File: config.mk
export PLATFORM = sky130hd
export DESIGN_NAME = wdt_top
export DESIGN_NICKNAME = d
export VERILOG_FILES = /design/src/rtl/wdt_pkg.sv /design/src/rtl/wdt_regs.sv /design/src/rtl/wdt_counter.sv /design/src/rtl/wdt_response.sv /design/src/rtl/wdt_top.sv
export SDC_FILE = /design/constraint.sdc
export NUM_CORES = 1
export LEC_CHECK = 0
export ABC_AREA = 1
export BUFFER_PORTS_ARGS = -buffer_cell sky130_fd_sc_hd__buf_2
export CAP_MARGIN = 15
export CORE_MARGIN = 1.5
export CORE_UTILIZATION = 50
export CTS_BUF_LIST = sky130_fd_sc_hd__clkbuf_8
export DETAILED_ROUTE_END_ITERATION = 6
export GPL_TIMING_DRIVEN = 0
export PLACE_DENSITY = 0.74
export SYNTH_ARGS = -nofsm -noshare
export SYNTH_HDL_FRONTEND = slang
export SYNTH_SLANG_ARGS = --single-unit
File: constraint.sdc
create_clock -name clk -period 2.77 [get_ports clk]
set_clock_uncertainty 0.2 [all_clocks]
set_input_delay 0.277 -clock clk [delete_from_list [all_inputs] [get_ports clk]]
set_output_delay 0.277 -clock clk [all_outputs]
set_load 0.01 [all_outputs]
File: src/rtl/wdt_pkg.sv
package wdt_pkg;
  typedef enum logic [1:0] {
    SEL_CTRL    = 2'd0,
    SEL_RANGE   = 2'd1,
    SEL_COUNT   = 2'd2,
    SEL_RESTART = 2'd3
  } wdt_sel_e;

  typedef enum logic [1:0] {
    RSP_ARMED  = 2'd0,
    RSP_PULSE  = 2'd1,
    RSP_HALTED = 2'd2
  } wdt_rsp_e;

  localparam logic [7:0] RESTART_KEY = 8'h76;
  localparam int unsigned CODE_W = 4;
  localparam int unsigned NUM_CODES = 1 << CODE_W;
endpackage

File: src/rtl/wdt_regs.sv
module wdt_regs
  import wdt_pkg::*;
#(
  parameter int unsigned DATA_W = 32,
  parameter int unsigned ADDR_W = 4,
  parameter int unsigned CNT_W  = 32
) (
  input  logic              clk,
  input  logic              rst_n,
  input  logic              bus_valid,
  input  logic              bus_write,
  input  logic [ADDR_W-1:0] bus_addr,
  input  logic [DATA_W-1:0] bus_wdata,
  input  logic [CNT_W-1:0]  cnt_value,
  output logic              en,
  output logic              mode,
  output logic [CODE_W-1:0] period_code,
  output logic [CODE_W-1:0] init_code,
  output logic              kick,
  output logic [DATA_W-1:0] bus_rdata
);
  wdt_sel_e sel;
  logic     hit, wr, rd;
  logic     unused_bits;
  logic [DATA_W-1:0] rd_next;

  assign sel = wdt_sel_e'(bus_addr[3:2]);
  assign hit = bus_valid && ((bus_addr >> 4) == '0);
  assign wr  = hit && bus_write;
  assign rd  = hit && !bus_write;
  assign unused_bits = ^{bus_wdata[DATA_W-1:8], bus_addr[1:0]};

  // Restart only counts once the timer is running and the key matches.
  assign kick = wr && (sel == SEL_RESTART) && (bus_wdata[7:0] == RESTART_KEY) && en;

  always_ff @(posedge clk or negedge rst_n) begin
    if (!rst_n) begin
      en          <= 1'b0;
      mode        <= 1'b0;
      period_code <= '0;
      init_code   <= '0;
    end else if (wr) begin
      if (sel == SEL_CTRL) begin
        en   <= en | bus_wdata[0];
        mode <= bus_wdata[1];
      end
      if (sel == SEL_RANGE) begin
        period_code <= bus_wdata[CODE_W-1:0];
        init_code   <= bus_wdata[2*CODE_W-1:CODE_W];
      end
    end
  end

  always_comb begin
    rd_next = '0;
    case (sel)
      SEL_CTRL:  rd_next[1:0] = {mode, en};
      SEL_RANGE: rd_next[2*CODE_W-1:0] = {init_code, period_code};
      SEL_COUNT: rd_next[CNT_W-1:0] = cnt_value;
      default:   rd_next = '0;
    endcase
  end

  always_ff @(posedge clk or negedge rst_n) begin
    if (!rst_n)  bus_rdata <= '0;
    else if (rd) bus_rdata <= rd_next;
  end
endmodule

File: src/rtl/wdt_counter.sv
module wdt_counter
  import wdt_pkg::*;
#(
  parameter int unsigned EXP_BASE = 16,
  parameter int unsigned CNT_W    = 32
) (
  input  logic              clk,
  input  logic              rst_n,
  input  logic              en,
  input  logic              halt,
  input  logic              kick,
  input  logic [CODE_W-1:0] period_code,
  input  logic [CODE_W-1:0] init_code,
  output logic [CNT_W-1:0]  cnt,
  output logic              expire
);
  logic [CNT_W-1:0] load_tbl [NUM_CODES];

  for (genvar g = 0; g < NUM_CODES; g++) begin : g_load
    assign load_tbl[g] = CNT_W'(1) << (EXP_BASE + g);
  end

  assign expire = en && !halt && !kick && (cnt == '0);

  always_ff @(posedge clk or negedge rst_n) begin
    if (!rst_n)               cnt <= load_tbl[0];
    else if (!en)             cnt <= load_tbl[init_code];
    else if (halt)            cnt <= cnt;
    else if (kick || expire)  cnt <= load_tbl[period_code];
    else                      cnt <= cnt - CNT_W'(1);
  end
endmodule

File: src/rtl/wdt_response.sv
module wdt_response
  import wdt_pkg::*;
#(
  parameter int unsigned RST_PULSE = 8
) (
  input  logic clk,
  input  logic rst_n,
  input  logic mode,
  input  logic expire,
  input  logic kick,
  output logic irq,
  output logic sys_rst,
  output logic halt
);
  localparam int unsigned PW = $clog2(RST_PULSE + 1);

  wdt_rsp_e        state;
  logic [PW-1:0]   left;

  assign halt = (state != RSP_ARMED);

  always_ff @(posedge clk or negedge rst_n) begin
    if (!rst_n) begin
      state   <= RSP_ARMED;
      left    <= '0;
      irq     <= 1'b0;
      sys_rst <= 1'b0;
    end else begin
      case (state)
        RSP_ARMED: begin
          if (kick) begin
            irq <= 1'b0;
          end else if (expire) begin
            if (mode && !irq) begin
              irq <= 1'b1;
            end else begin
              state   <= RSP_PULSE;
              left    <= PW'(RST_PULSE - 1);
              sys_rst <= 1'b1;
            end
          end
        end
        RSP_PULSE: begin
          if (left == '0) begin
            sys_rst <= 1'b0;
            state   <= RSP_HALTED;
          end else begin
            left <= left - PW'(1);
          end
        end
        default: state <= RSP_HALTED;
      endcase
    end
  end
endmodule

File: src/rtl/wdt_top.sv
module wdt_top
  import wdt_pkg::*;
#(
  parameter int unsigned DATA_W    = 32,
  parameter int unsigned ADDR_W    = 4,
  parameter int unsigned EXP_BASE  = 16,
  parameter int unsigned RST_PULSE = 8
) (
  input  logic              clk,
  input  logic              rst_n,
  input  logic              bus_valid,
  input  logic              bus_write,
  input  logic [ADDR_W-1:0] bus_addr,
  input  logic [DATA_W-1:0] bus_wdata,
  output logic [DATA_W-1:0] bus_rdata,
  output logic              irq_o,
  output logic              sys_rst_o
);
  localparam int unsigned CNT_W = EXP_BASE + NUM_CODES;

  logic              en_w, mode_w, kick_w, halt_w, expire_w;
  logic [CODE_W-1:0] period_w, init_w;
  logic [CNT_W-1:0]  cnt_w;

  wdt_regs #(.DATA_W(DATA_W), .ADDR_W(ADDR_W), .CNT_W(CNT_W)) u_regs (
    .clk(clk), .rst_n(rst_n), .bus_valid(bus_valid), .bus_write(bus_write),
    .bus_addr(bus_addr), .bus_wdata(bus_wdata), .cnt_value(cnt_w),
    .en(en_w), .mode(mode_w), .period_code(period_w), .init_code(init_w),
    .kick(kick_w), .bus_rdata(bus_rdata)
  );

  wdt_counter #(.EXP_BASE(EXP_BASE), .CNT_W(CNT_W)) u_cnt (
    .clk(clk), .rst_n(rst_n), .en(en_w), .halt(halt_w), .kick(kick_w),
    .period_code(period_w), .init_code(init_w), .cnt(cnt_w), .expire(expire_w)
  );

  wdt_response #(.RST_PULSE(RST_PULSE)) u_rsp (
    .clk(clk), .rst_n(rst_n), .mode(mode_w), .expire(expire_w), .kick(kick_w),
    .irq(irq_o), .sys_rst(sys_rst_o), .halt(halt_w)
  );
endmodule

==> reports/summary.txt <==
RR Startpoint = u_cnt.cnt[0]
Post-synth EDFFs = 0
PD cells = 537 nW/µm²
Sequential cell area = 2050 µm²
Synth top area cells = dfrtp_1 42%, nand2_1 14%, nor2_1 6.9%
Post-synth top area cell = dfrtp_1
Period utilization = 84.8%
Min-delay src = bus_wdata[7]
Most common library cell in the layout ignoring fill and taps = nand2_1
P_leak = 0.00272 µW
Post-Synth Simple-Gate Area = 33.1%
Worst Path Arrival = 2430 ps
Critical Path Start = u_cnt.cnt[0]
Top-area cell type share of the netlist area = 41.6%
Synth Instances = 674
Crit path kind = flip-flop to flip-flop
Crit path launch type = flip-flop
Post-route ant nets = 0
CP endpoint kind = flip-flop
Setup repair after global routing missed its margin = no
Main combinational cell family by area after synthesis = simple AND/OR/NAND/NOR gates
Post-synthesis sequential area ratio = 42.1%
Fillers = 906
CTS max path bufs = 2
Required @ worst endpoint = 2850 ps
Overflow after GRT = 0
Setup Buffers After CTS = 0
Worst Max-Slew Pin Slew = 754 ps
CTS tree = yes
Htree depth = 3
Crit-path max FO = 8
Port-buffer cells = 47
Vias in the first global route = 4520
First-pass detailed-route iteration total = 5
Die Y = 102 µm
Final hold violations = 0
DR WL/cell = 15.6 µm
Status = finished clean
First-pass GRT wire length = 22.1 mm
Multi-input logic area = 2430 µm²
Syn nets = 721
Initial Util = 52.2%
Synth Area in Compound Gates = 13.4%
Ports = 74
Final TNS setup = 0 ps
Final core occ = 59.7%
Routed wire length = 13.6 mm
Layout Nets = 784
Placed inst area = 5300 µm²
Via count = 4661
Hpwl dp = 10.6 mm
Most frequent cells in the layout = 188 x nand2_1, 90 x nor2_1, 81 x dfrtp_1
Die width = 102 µm
Clk slew on worst S/H paths = 80 ps
Post-route setup slack = 420 ps
CTS sink count = 82
Ys flop type = dfrtp_1
Initial antenna violation count = 0
Hold_ws = 10.2 ps
Clk root buf = clkbuf_8
Max-slew headroom = 49.8%
Yosys reg bits = 82
Core area = 9330 µm²
Clock Latency Late Sink = 350 ps
Min Tclk post-route = 2350 ps
Hold WC Path Type = input pin to flip-flop
Library cells used by synthesis = 41
Synth warn = 0
Synthesized area per cell = 7.23 µm²
Full die area = 10300 µm²
Mapped Area = 4870 µm²
Cts repair resizes = 0
Cts bufs inserted = 9
Worst vdd ir = 0.319 mV
Post-Place Worst Slack = 480 ps
Total Routing Usage GR = 28.2%
Mux contribution to synthesized area = 0%
Maximum operating frequency = 425 MHz
Cell Rows = 35
Initial DRC count = 288
Pin count of the biggest net entering global routing = 50
Area Overhead vs Synth = 14.3%
Post-layout instance area = 5570 µm²
Share of post-route cells with drive strength above 1 = 13.4%
Post-synthesis adder-cell area fraction = 1.80%
Max-Cap Viols = 0
Vias per cell = 5.36
Final max-slew violation count = 0
# hold bufs at CTS = 4
Number of remaining DRC errors = 0
XOR/XNOR Fraction of Synth Area = 1.62%
Antenna diodes = 0
RD Place Congestion = 0.968
Share of flip-flops with an asynchronous set or reset = 100%
Final setup vio count = 0
==> cells in the mapped netlist, types with 2 or more instances <==
master / n
o221ai_1: 2
clkbuf_1: 10
o21ai_2: 2
nor3_1: 17
nor2_4: 5
nand4_1: 8
a21oi_2: 4
a22o_1: 2
nor2_1: 90
o211ai_1: 2
buf_6: 2
ha_1: 7
inv_2: 4
inv_1: 74
xor2_1: 9
nor2_2: 6
nand2_1: 188
nand3_1: 48
or2_2: 2
dfrtp_1: 81
o32ai_1: 2
nand2_2: 4
buf_1: 2
buf_2: 2
a22oi_1: 3
o21ai_1: 5
nand3b_1: 3
a21oi_1: 13
o21ai_0: 38
o22ai_1: 7
o31ai_1: 22
==> cells by family (layout without fill, tap and decap cells) <==
group / count (synthesis) / after routing
flip-flops: 82 / 82
AND/OR/NAND/NOR: 375 / 375
AO/OA/AOI/OAI: 104 / 104
adder cells (fa/ha/maj): 7 / 7
buffers and inverters: 97 / 164
XOR/XNOR: 9 / 9
==> final timing paths <==
kind,endpoint,slack [ps],cells past startpoint
min in group asynchronous,u_regs.bus_rdata[10],200,2
max reg2reg,u_cnt.cnt[27],420,11
min,u_regs.init_code[3],10,3
max,u_cnt.cnt[27],420,11
max in group asynchronous,u_cnt.cnt[16],1520,3
min reg2reg,u_regs.bus_rdata[28],280,2
==> layout make-up <==
class,instances,share of cell area [%]
Clock inverter,6,1.93
Multi-Input combinational cell,495,43.7
Sequential cell,82,36.9
Clock buffer,9,2.22
Tap cell,129,2.90
Buffer,17,1.53
Timing Repair Buffer,52,5.48
Inverter,80,5.43
==> per-layer routing <==
metal / vias up / global-route usage [%] / routed length, µm
met5: - / 0 / 0
met4: 0 / 10.7 / 410
met3: 23 / 4.83 / 612
met2: 134 / 46.8 / 6390
met1: 2194 / 36.8 / 6190
li1: 2310 / - / -
==> flip-flops by register name, indices dropped and copies added, names as in the netlist <==
register,flops
u_rsp.state,2
u_rsp.left,4
u_rsp.sys_rst,1
u_regs.period_code,4
u_regs.bus_rdata,32
u_regs.init_code,4
u_regs.en,1
u_cnt.cnt,32
u_rsp.irq,1
u_regs.mode,1
==> power by group <==
part | switching, µW | internal, µW | total (µW) | leakage [µW]
logic | 337 | 191 | 528 | 0.00166
clock network | 443 | 591 | 1030 | 0.000120
registers | 112 | 1320 | 1430 | 0.000934
total | 892 | 2100 | 2990 | 0.00272
==> stage by stage <==
step | power [µW] | cells
6_report | 2990 | 870
3_3_place_gp | 1950 | 850
4_1_cts | 3000 | 870
5_1_grt | 3140 | 870
2_1_floorplan | 1770 | 674
3_5_place_dp | 1980 | 851
==> critical path: stages (launching register included) <==
cell,delay [ps]
dfrtp_1,330
inv_1,80
ha_1,290
nand2_2,140
nor2_4,80
nand2_1,70
nor2_1,40
a21oi_1,580
nand2_1,190
nand2_1,120
nand2_1,60
a21oi_2,110
Power figures use the tool's default switching activity.
